$ cat config.mk
export PLATFORM = sky130hd
export DESIGN_NAME = gpio_ctl_bank
export DESIGN_NICKNAME = d
export VERILOG_FILES = /design/src/rtl/gpio_bank_pkg.sv /design/src/rtl/gpio_alias_reg.sv /design/src/rtl/gpio_in_sync.sv /design/src/rtl/gpio_pend_reg.sv /design/src/rtl/gpio_ctl_bank.sv
export SDC_FILE = /design/constraint.sdc
export NUM_CORES = 1
export LEC_CHECK = 0
export ABC_CLOCK_PERIOD_IN_PS = 4100
export BUFFER_PORTS_ARGS = -buffer_cell sky130_fd_sc_hd__clkbuf_2
export CORE_MARGIN = 1.5
export CORE_UTILIZATION = 55
export CTS_CLUSTER_SIZE = 14
export DETAILED_ROUTE_END_ITERATION = 8
export GPL_ROUTABILITY_DRIVEN = 1
export PLACE_DENSITY_LB_ADDON = 0.3
export RECOVER_POWER = 25
export SYNTH_ARGS = -nofsm -noshare
export SYNTH_HDL_FRONTEND = slang
export SYNTH_SLANG_ARGS = --single-unit
$ cat constraint.sdc
create_clock -name clk -period 4.1 [get_ports clk]
set_input_delay 0.205 -clock clk [delete_from_list [all_inputs] [get_ports clk]]
set_output_delay 0.205 -clock clk [all_outputs]
set_load 0.05 [all_outputs]
$ cat src/rtl/gpio_bank_pkg.sv
// Package: address map and access decode shared by the GPIO control bank.
// Assumes byte addressing with an 8-bit offset inside the bank.
package gpio_bank_pkg;

    localparam int ADDR_W  = 8;
    localparam int NUM_CTL = 5;

    // Index of each state register in the control array
    localparam int IDX_MODE  = 0;
    localparam int IDX_OE    = 1;
    localparam int IDX_OUT   = 2;
    localparam int IDX_IRQEN = 3;
    localparam int IDX_WAKE  = 4;

    localparam logic [ADDR_W-1:0] CTL_BASE [NUM_CTL] = '{8'h00, 8'h0C, 8'h18, 8'h34, 8'h4C};
    localparam logic [ADDR_W-1:0] SET_OFS        = 8'h04;
    localparam logic [ADDR_W-1:0] CLR_OFS        = 8'h08;
    localparam logic [ADDR_W-1:0] PIN_LEVEL_ADDR = 8'h24;
    localparam logic [ADDR_W-1:0] PEND_ADDR      = 8'h40;
    localparam logic [ADDR_W-1:0] PEND_CLR_ADDR  = 8'h48;

    typedef enum logic [1:0] {
        ACC_NONE   = 2'd0,
        ACC_DIRECT = 2'd1,
        ACC_SET    = 2'd2,
        ACC_CLR    = 2'd3
    } ctl_acc_e;

    // Classify an address against one register's base
    function automatic ctl_acc_e ctl_access(input logic [ADDR_W-1:0] addr,
                                            input logic [ADDR_W-1:0] base);
        if (addr == base)                return ACC_DIRECT;
        else if (addr == base + SET_OFS) return ACC_SET;
        else if (addr == base + CLR_OFS) return ACC_CLR;
        else                             return ACC_NONE;
    endfunction

    // True when a write to this address may alter some stored state
    function automatic logic addr_writes_state(input logic [ADDR_W-1:0] addr);
        logic hit;
        hit = (addr == PEND_CLR_ADDR);
        for (int i = 0; i < NUM_CTL; i++) begin
            if (ctl_access(addr, CTL_BASE[i]) != ACC_NONE) hit = 1'b1;
        end
        return hit;
    endfunction

    // True when a read of this address can return nonzero data
    function automatic logic addr_reads_data(input logic [ADDR_W-1:0] addr);
        logic hit;
        hit = (addr == PIN_LEVEL_ADDR) || (addr == PEND_ADDR);
        for (int i = 0; i < NUM_CTL; i++) begin
            if (addr == CTL_BASE[i]) hit = 1'b1;
        end
        return hit;
    endfunction

endpackage

$ cat src/rtl/gpio_alias_reg.sv
// Module: one per-pin state register with direct, set-alias and clear-alias
// write addresses. Decodes its own three offsets from BASE.
// Assumes at most one write per cycle; resets to zero.
module gpio_alias_reg
    import gpio_bank_pkg::*;
#(
    parameter int                N    = 32,
    parameter logic [ADDR_W-1:0] BASE = 8'h00
) (
    input  logic              clk,
    input  logic              rst_n,
    input  logic              wr_en,
    input  logic [ADDR_W-1:0] addr,
    input  logic [N-1:0]      wdata,
    output logic [N-1:0]      q
);

    logic [N-1:0] q_nxt;

    // Next-state: replace, OR in, or mask out according to the alias hit
    always_comb begin
        q_nxt = q;
        if (wr_en) begin
            unique case (ctl_access(addr, BASE))
                ACC_DIRECT: q_nxt = wdata;
                ACC_SET:    q_nxt = q | wdata;
                ACC_CLR:    q_nxt = q & ~wdata;
                default:    q_nxt = q;
            endcase
        end
    end

    // State flop with synchronous active-low reset
    always_ff @(posedge clk) begin
        if (!rst_n) q <= '0;
        else        q <= q_nxt;
    end

endmodule

$ cat src/rtl/gpio_in_sync.sv
// Module: multi-stage synchronizer for asynchronous pin levels.
// Assumes each pin is sampled independently (no bus coherency required).
module gpio_in_sync #(
    parameter int N      = 32,
    parameter int STAGES = 2
) (
    input  logic         clk,
    input  logic         rst_n,
    input  logic [N-1:0] d,
    output logic [N-1:0] q
);

    logic [N-1:0] stg [STAGES];

    // First stage captures the raw pins
    always_ff @(posedge clk) begin
        if (!rst_n) stg[0] <= '0;
        else        stg[0] <= d;
    end

    for (genvar s = 1; s < STAGES; s++) begin : g_stage
        // Each later stage re-times the previous one
        always_ff @(posedge clk) begin
            if (!rst_n) stg[s] <= '0;
            else        stg[s] <= stg[s-1];
        end
    end

    assign q = stg[STAGES-1];

endmodule

$ cat src/rtl/gpio_pend_reg.sv
// Module: pending interrupt flags, set by event pulses and cleared by
// writing ones. An event on a bit wins over a same-cycle clear of it.
module gpio_pend_reg #(
    parameter int N = 32
) (
    input  logic         clk,
    input  logic         rst_n,
    input  logic [N-1:0] evt,
    input  logic         clr_en,
    input  logic [N-1:0] clr_mask,
    output logic [N-1:0] q
);

    logic [N-1:0] clr_eff;

    // Clear mask applies only during a pending-clear write
    always_comb clr_eff = clr_en ? clr_mask : '0;

    // Flag flops: drop cleared bits, then raise new events
    always_ff @(posedge clk) begin
        if (!rst_n) q <= '0;
        else        q <= (q & ~clr_eff) | evt;
    end

endmodule

$ cat src/rtl/gpio_ctl_bank.sv
// Module: GPIO port control register bank (top). Holds the five per-pin
// state registers with set/clear aliases, the synchronized pin levels and
// the pending flags, and returns registered read data one cycle after a
// read strobe. Assumes a single master with one-cycle strobes, N <= DW.
module gpio_ctl_bank
    import gpio_bank_pkg::*;
#(
    parameter int N         = 32,
    parameter int DW        = 32,
    parameter int SYNC_STGS = 2
) (
    input  logic              clk,
    input  logic              rst_n,
    input  logic [ADDR_W-1:0] bus_addr,
    input  logic              bus_wr,
    input  logic              bus_rd,
    input  logic [DW-1:0]     bus_wdata,
    output logic [DW-1:0]     bus_rdata,
    input  logic [N-1:0]      pin_in,
    input  logic [N-1:0]      irq_event,
    output logic [N-1:0]      pin_gpio_sel,
    output logic [N-1:0]      pin_oe,
    output logic [N-1:0]      pin_out,
    output logic [N-1:0]      pin_irq_en,
    output logic [N-1:0]      pin_wake_en,
    output logic [N-1:0]      irq_pending
);

    logic [N-1:0]  ctl_q [NUM_CTL];
    logic [N-1:0]  pin_sync;
    logic [N-1:0]  rd_sel;
    logic [DW-1:0] rd_word;
    logic          pend_clr_hit;

    for (genvar g = 0; g < NUM_CTL; g++) begin : g_ctl
        gpio_alias_reg #(
            .N    (N),
            .BASE (CTL_BASE[g])
        ) u_reg (
            .clk   (clk),
            .rst_n (rst_n),
            .wr_en (bus_wr),
            .addr  (bus_addr),
            .wdata (bus_wdata[N-1:0]),
            .q     (ctl_q[g])
        );
    end

    gpio_in_sync #(
        .N      (N),
        .STAGES (SYNC_STGS)
    ) u_sync (
        .clk   (clk),
        .rst_n (rst_n),
        .d     (pin_in),
        .q     (pin_sync)
    );

    // Pending-clear write decode
    always_comb pend_clr_hit = bus_wr && (bus_addr == PEND_CLR_ADDR);

    gpio_pend_reg #(
        .N (N)
    ) u_pend (
        .clk      (clk),
        .rst_n    (rst_n),
        .evt      (irq_event),
        .clr_en   (pend_clr_hit),
        .clr_mask (bus_wdata[N-1:0]),
        .q        (irq_pending)
    );

    assign pin_gpio_sel = ctl_q[IDX_MODE];
    assign pin_oe       = ctl_q[IDX_OE];
    assign pin_out      = ctl_q[IDX_OUT];
    assign pin_irq_en   = ctl_q[IDX_IRQEN];
    assign pin_wake_en  = ctl_q[IDX_WAKE];

    // Read select: direct register addresses, pin levels, pending flags
    always_comb begin
        rd_sel = '0;
        for (int i = 0; i < NUM_CTL; i++) begin
            if (bus_addr == CTL_BASE[i]) rd_sel = ctl_q[i];
        end
        if (bus_addr == PIN_LEVEL_ADDR) rd_sel = pin_sync;
        if (bus_addr == PEND_ADDR)      rd_sel = irq_pending;
    end

    // Zero-extend the selected word to the bus width
    always_comb begin
        rd_word         = '0;
        rd_word[N-1:0]  = rd_sel;
    end

    // Read data register: loaded on a read, zero otherwise
    always_ff @(posedge clk) begin
        if (!rst_n)      bus_rdata <= '0;
        else if (bus_rd) bus_rdata <= rd_word;
        else             bus_rdata <= '0;
    end

endmodule

After elaboration in Yosys (flattened, before gate mapping):

Memories as Yosys holds them, arrays and structs flattened.
Cells that the tools add are included.

* register bits: 224
* RAM bits: 64
* bits of input ports: 108
* memories kept: 1

Memory list
* u_sync.stg: words 2, bits a word 32, read ports 2, clocked after memory_dff 0, write ports 2, RTL line gpio_in_sync.sv:13 `logic [N-1:0] stg [STAGES];`

* equality and inequality tests: 32
* multiplexer cells: 37
* bitwise gates (word level): 16
* reductions and logical operators: 13

Operators by type and width (number)
* 32-bit one-hot mux with 3 select lines: 5
* 32-bit two-way mux: 10
* 32-bit AND: 6
* 32-bit bitwise OR: 6
* 32-bit inverter: 2
* 8-bit by 6-bit equality test with 1-bit output (second input constant): 5
* 8-bit by 7-bit equality test with 1-bit output (second input constant): 5
* 2-bit two-way mux: 20
* 8-bit by 5-bit equality test with 1-bit output (second input constant): 4
* 2-bit equality test (second input constant): 10
* 8-bit by 4-bit equality test with 1-bit output (second input constant): 2
* 3-bit nonzero test: 5
* 2-bit AND reduction: 6
* 2-bit by 1-bit equality test with 1-bit output (second input constant): 5
* 8-bit by 3-bit equality test with 1-bit output (second input constant): 1
* 8-bit zero test: 1
* 1-bit two-way mux: 2
* 1-bit bitwise OR: 2
* 1-bit logical AND: 1

Depth between registers and ports, before layout:

* depth after elaboration: 8
* mapped depth: 9

Cells and area by module:

Synthesis repeated with hierarchy kept, for this count alone.

* cells, all modules: 1413
* area, all modules: 13274.0 um^2

By module, submodules not included
* gpio_ctl_bank: instances 1, cells an instance 416, area an instance 3133.0 um^2, sequential area each 640.6 um^2
* gpio_in_sync: instances 1, cells an instance 134, area an instance 1791.7 um^2, sequential area each 1281.2 um^2
* gpio_alias_reg (g_ctl[2].u_reg): instances 1, cells an instance 187, area an instance 1570.3 um^2, sequential area each 640.6 um^2
* gpio_alias_reg (g_ctl[3].u_reg): instances 1, cells an instance 183, area an instance 1561.5 um^2, sequential area each 640.6 um^2
* gpio_alias_reg (g_ctl[0].u_reg): instances 1, cells an instance 121, area an instance 1487.7 um^2, sequential area each 640.6 um^2
* gpio_alias_reg (g_ctl[1].u_reg): instances 1, cells an instance 119, area an instance 1311.3 um^2, sequential area each 640.6 um^2
* gpio_alias_reg (g_ctl[4].u_reg): instances 1, cells an instance 119, area an instance 1267.5 um^2, sequential area each 640.6 um^2
* gpio_pend_reg: instances 1, cells an instance 134, area an instance 1151.1 um^2, sequential area each 640.6 um^2

Worst setup path before layout:

Ideal clock, no wire load.

* path type: input-to-reg
* start point: input bus_addr[6]
* end point: register bus_rdata[0]
* library setup time: 116 ps
* arrival time: 1858 ps
* required time: 3984 ps
* slack: 2127 ps
* stages: 9
* buffers on the path: 4
* path through: clkbuf_2 -> or4b_1 -> buf_2 -> nand2b_1 -> clkbuf_1 -> buf_2 -> o22ai_2 -> nand2_1 -> a31o_1

* cells in the longest elaborated chain, start to end: 8
* elaborated cells between the ends (all ways): 14
* those cells by class: eq/ne (6); mux (7); reduce/logical (1)

RTL lines
* start, declared: RTL line gpio_ctl_bank.sv:14 `input logic [ADDR_W-1:0] bus_addr,`
* 8-bit zero test: RTL line gpio_ctl_bank.sv:83 `if (bus_addr == CTL_BASE[i]) rd_sel = ctl_q[i];`
* 32-bit two-way mux (5 in a row): RTL line gpio_ctl_bank.sv:83
* 32-bit two-way mux: RTL line gpio_ctl_bank.sv:85 `if (bus_addr == PIN_LEVEL_ADDR) rd_sel = pin_sync;`
* 32-bit two-way mux *: RTL line gpio_ctl_bank.sv:86 `if (bus_addr == PEND_ADDR) rd_sel = irq_pending;`
* end signal, assigned: RTL line gpio_ctl_bank.sv:98 `else if (bus_rd) bus_rdata <= rd_word;`
* end, declared: RTL line gpio_ctl_bank.sv:18 `output logic [DW-1:0] bus_rdata,`

Mark *: on every way between the ends. The rest lies on a longest branch, timed or not.
A chain may end at the register's enable or synchronous reset.

==> out/results.tsv <==
metric	value	unit
initial_utilization	0.5632	
rr_worst_depth	4	
fin_skew	0.01964	ns
grt_max_degree	112	
switching_share	0.2461	
synth-seq-cells	288	
holdPathStages	3	
cts_sinks	288	
start_kind	input port	
path_delay_family	buffers and inverters	
path_class	in2reg	
drtIter0Drc	1561	
ant_nets	0	
wire_per_inst	22.40	um
fin_crit_sh	0.6457	
clock.fmax	377.7	MHz
place.gp.congestion	0.9587	
yosys.area.top_type_share	0.4676	
fin_nets	1850	
reg2reg_to	bus_rdata[12]	
run_status	finished with violations	
grt_pass1_vias	11620	
drive_above_1_share	0.2050	
finalHoldViolCount	0	
vias_per_cell	6.134	
r2r_slack	2.74	ns
clk_path_buf_depth	3	
dp.cells	1926	
chipWidth	152.7	um
synth_nets	1555	
critical_path.slowest_cell	clkbuf_2	
clock-root-buffer	clkbuf_16	
min_path_type	in2reg	
reg2reg_from	g_ctl[0].u_reg.q[12]	
synth_edf_count	0	
violations	capacitance limit, slew limit	
drtPass1Iterations	5	
numCtsBuffers	30	
antenna_found_initial	1	
pre_cts_slack	1.142	ns
p_int	0.004781	W
async_reset_ff_frac	0	
setup-violations-final	0	
place_hpwl	30.62	mm
drc	0	
synth_top_cell_by_area	dfxtp_1	
slew_violations	112	
die_area	23320	um^2
end_kind	register	
cp_max_fo	111	
fillers	1744	
slowest_delay	1.38	ns
post-route-min-period	2.648	ns
synth_area_per_cell	8.521	um^2
synth_cells	1447	
port_buffers	331	
p_comb_frac	0.079	
clock_power_share	0.465	
maxSlewHeadroom	-0.2457	
clk_pin_slew	0.06	ns
synthesis.area	12330	um^2
p_leak	6.107	nW
grt_use_total	0.3763	
setup_ws	1.452	ns
postCtsSetupRepairBufs	0	
n_antenna_cell	0	
worst_pin_slew	1.869	ns
grt_pass1_wl	69.13	mm
min_to	g_ctl[4].u_reg.q[25]	
synth_cell_types	53	
post_cts_resize_count	0	
hold_start	bus_wdata[25]	
num_rows	54	
ys_top_cells_by_area	dfxtp_1 (47%), o21ai_0 (6.6%), a22oi_1 (5.5%)	
crit_required	4.60	ns
core_area	21890	um^2
p_per_area	407.3	nW/um^2
routed_wl	45.84	mm
ir_worst_vdd	0.3437	mV
overflow	0	
num_vias	12550	
synthFlopType	dfxtp_1	
final.setup.tns	0	ns
synth_seq_area_share	0.4676	
max_cap_violations	1	
worstSkewPairLatency	0.57	ns
htreeDepth	1	
cts_tree	built	
die_y	152.7	um
switchingPower	0.001561	W
finalPower	0.006342	W
cp.arrival	3.15	ns
instances_no_fill	2046	
rsz0062_at_grt	no	
area_delta_synth_final	26.30	%
cp_cell_sequence	buf_6 -> clkbuf_2 -> nand2_1 -> nor3_2 -> buf_4 -> a32o_1	
boundaryPins	332	
yosys_warnings	0	
seqPwrFrac	0.455	
worst-path-buf-inv	3	
worst max path at each step:
stage / cells after the start / slack, ns / end / startpoint
after floorplan: 9 / 2.13 / bus_rdata[0] / bus_addr[6]
after CTS: 6 / 1.72 / bus_rdata[1] / bus_addr[2]
after global routing: 6 / 1.21 / g_ctl[2].u_reg.q[29] / rst_n
after global placement: 6 / 1.22 / bus_rdata[3] / bus_addr[2]
after detailed placement: 6 / 1.14 / bus_rdata[19] / bus_addr[2]
final: 6 / 1.45 / g_ctl[2].u_reg.q[20] / rst_n
area by class of cell:
cell class / instances / area, um^2 / share of cell area
Multi-Input combinational cell: 999 / 5959 / 0.3827
Sequential cell: 288 / 5766 / 0.3702
Timing Repair Buffer: 419 / 2401 / 0.1542
Clock buffer: 38 / 830.8 / 0.05335
Tap cell: 280 / 350.3 / 0.02250
Clock inverter: 18 / 250.2 / 0.01607
Inverter: 4 / 15.01 / 0.0009642
what timing repair did:
action | 4_1_cts | 5_1_grt
endpoints found under the hold margin | 64 | 0
setup endpoints to repair | 0 | 0
hold buffers | 64 | 0
state kept, by name, indices dropped and copies added, names as in the netlist:
name           flops
u_sync.stg        64
g_ctl.u_reg.q    160
u_pend.q          32
bus_rdata         32
logic make-up (layout without fill, tap and decap cells):
kind of cell | count (synthesis) | count (layout) | share of synthesized area
muxes | 2 | 2 | 0.001624
xor gates and xnor gates | 1 | 1 | 0.0007105
buffers and inverters | 160 | 479 | 0.05368
DFF | 288 | 288 | 0.4676
AOI/OAI and AO/OA | 535 | 535 | 0.2962
and+or+nand+nor | 461 | 461 | 0.1801
routing by layer:
metal / vias to the layer above / GRT usage / wire length, um
met2: 849 / 0.5628 / 19800
li1: 5686 / - / -
met5: - / 0 / 12
met1: 5910 / 0.5366 / 19110
met4: 2 / 0.1268 / 1579
met3: 103 / 0.08305 / 5330
metrics by stage:
stage                       util  cell area [um^2]  hold WS [ns]
final                     0.7114             15570       0.05038
after global routing      0.7114             15570       0.07211
after CTS                 0.7151             15660       0.03158
after detailed placement  0.6365             13930        0.4134
after global placement    0.6365             13930        0.4125
after floorplan                -             12330        0.3323
cells in the mapped netlist, types with 2 or more instances:
| cell | count |
|---|---|
| dfxtp_1 | 288 |
| o21ai_0 | 163 |
| nand2_1 | 157 |
| clkbuf_1 | 124 |
| nor2_1 | 115 |
| a22oi_1 | 90 |
| and2_1 | 65 |
| nor2b_1 | 65 |
| a21boi_0 | 60 |
| a21boi_1 | 37 |
| a21oi_1 | 33 |
| o21bai_1 | 33 |
| a32o_1 | 32 |
| nor3_1 | 29 |
| buf_2 | 21 |
| o211ai_1 | 18 |
| o22ai_1 | 16 |
| o2111ai_1 | 14 |
| o22a_1 | 14 |
| nand3_1 | 7 |
| a22o_1 | 6 |
| a31o_1 | 5 |
| o21ai_1 | 5 |
| o22ai_2 | 5 |
| buf_1 | 4 |
| buf_4 | 3 |
| buf_6 | 3 |
| inv_1 | 3 |
| or4b_1 | 3 |
| and3_1 | 2 |
| mux2i_1 | 2 |
| nand2b_1 | 2 |
| nor3_2 | 2 |
| nor4_2 | 2 |
worst min-delay path, cell delays in order:
cell and delay, ns:
clkbuf_2 0.21, nand2_1 0.10, a21boi_1 0.06
placed cells by master, fill, tap and decap left out, types with 33 or more instances in the layout:
| cell | count |
|---|---|
| o21ai_0 | 163 |
| o21bai_1 | 33 |
| dlygate4sd3_1 | 64 |
| a21oi_1 | 33 |
| clkbuf_1 | 67 |
| a21boi_1 | 36 |
| clkbuf_2 | 267 |
| and2_1 | 48 |
| nor2_1 | 113 |
| a22oi_1 | 90 |
| a21boi_0 | 60 |
| nand2_1 | 157 |
| nor2b_1 | 65 |
| dfxtp_1 | 288 |
power groups by stage:
stage | clock (W) | combinational (W) | sequential, W
2_1_floorplan | 0 | 0.000194 | 0.00304
3_3_place_gp | 0 | 0.000433 | 0.00295
3_5_place_dp | 0 | 0.000436 | 0.00295
4_1_cts | 0.00296 | 0.000486 | 0.00289
5_1_grt | 0.00306 | 0.000529 | 0.00289
6_report | 0.00295 | 0.000503 | 0.00289
Power figures use the tool's default switching activity.
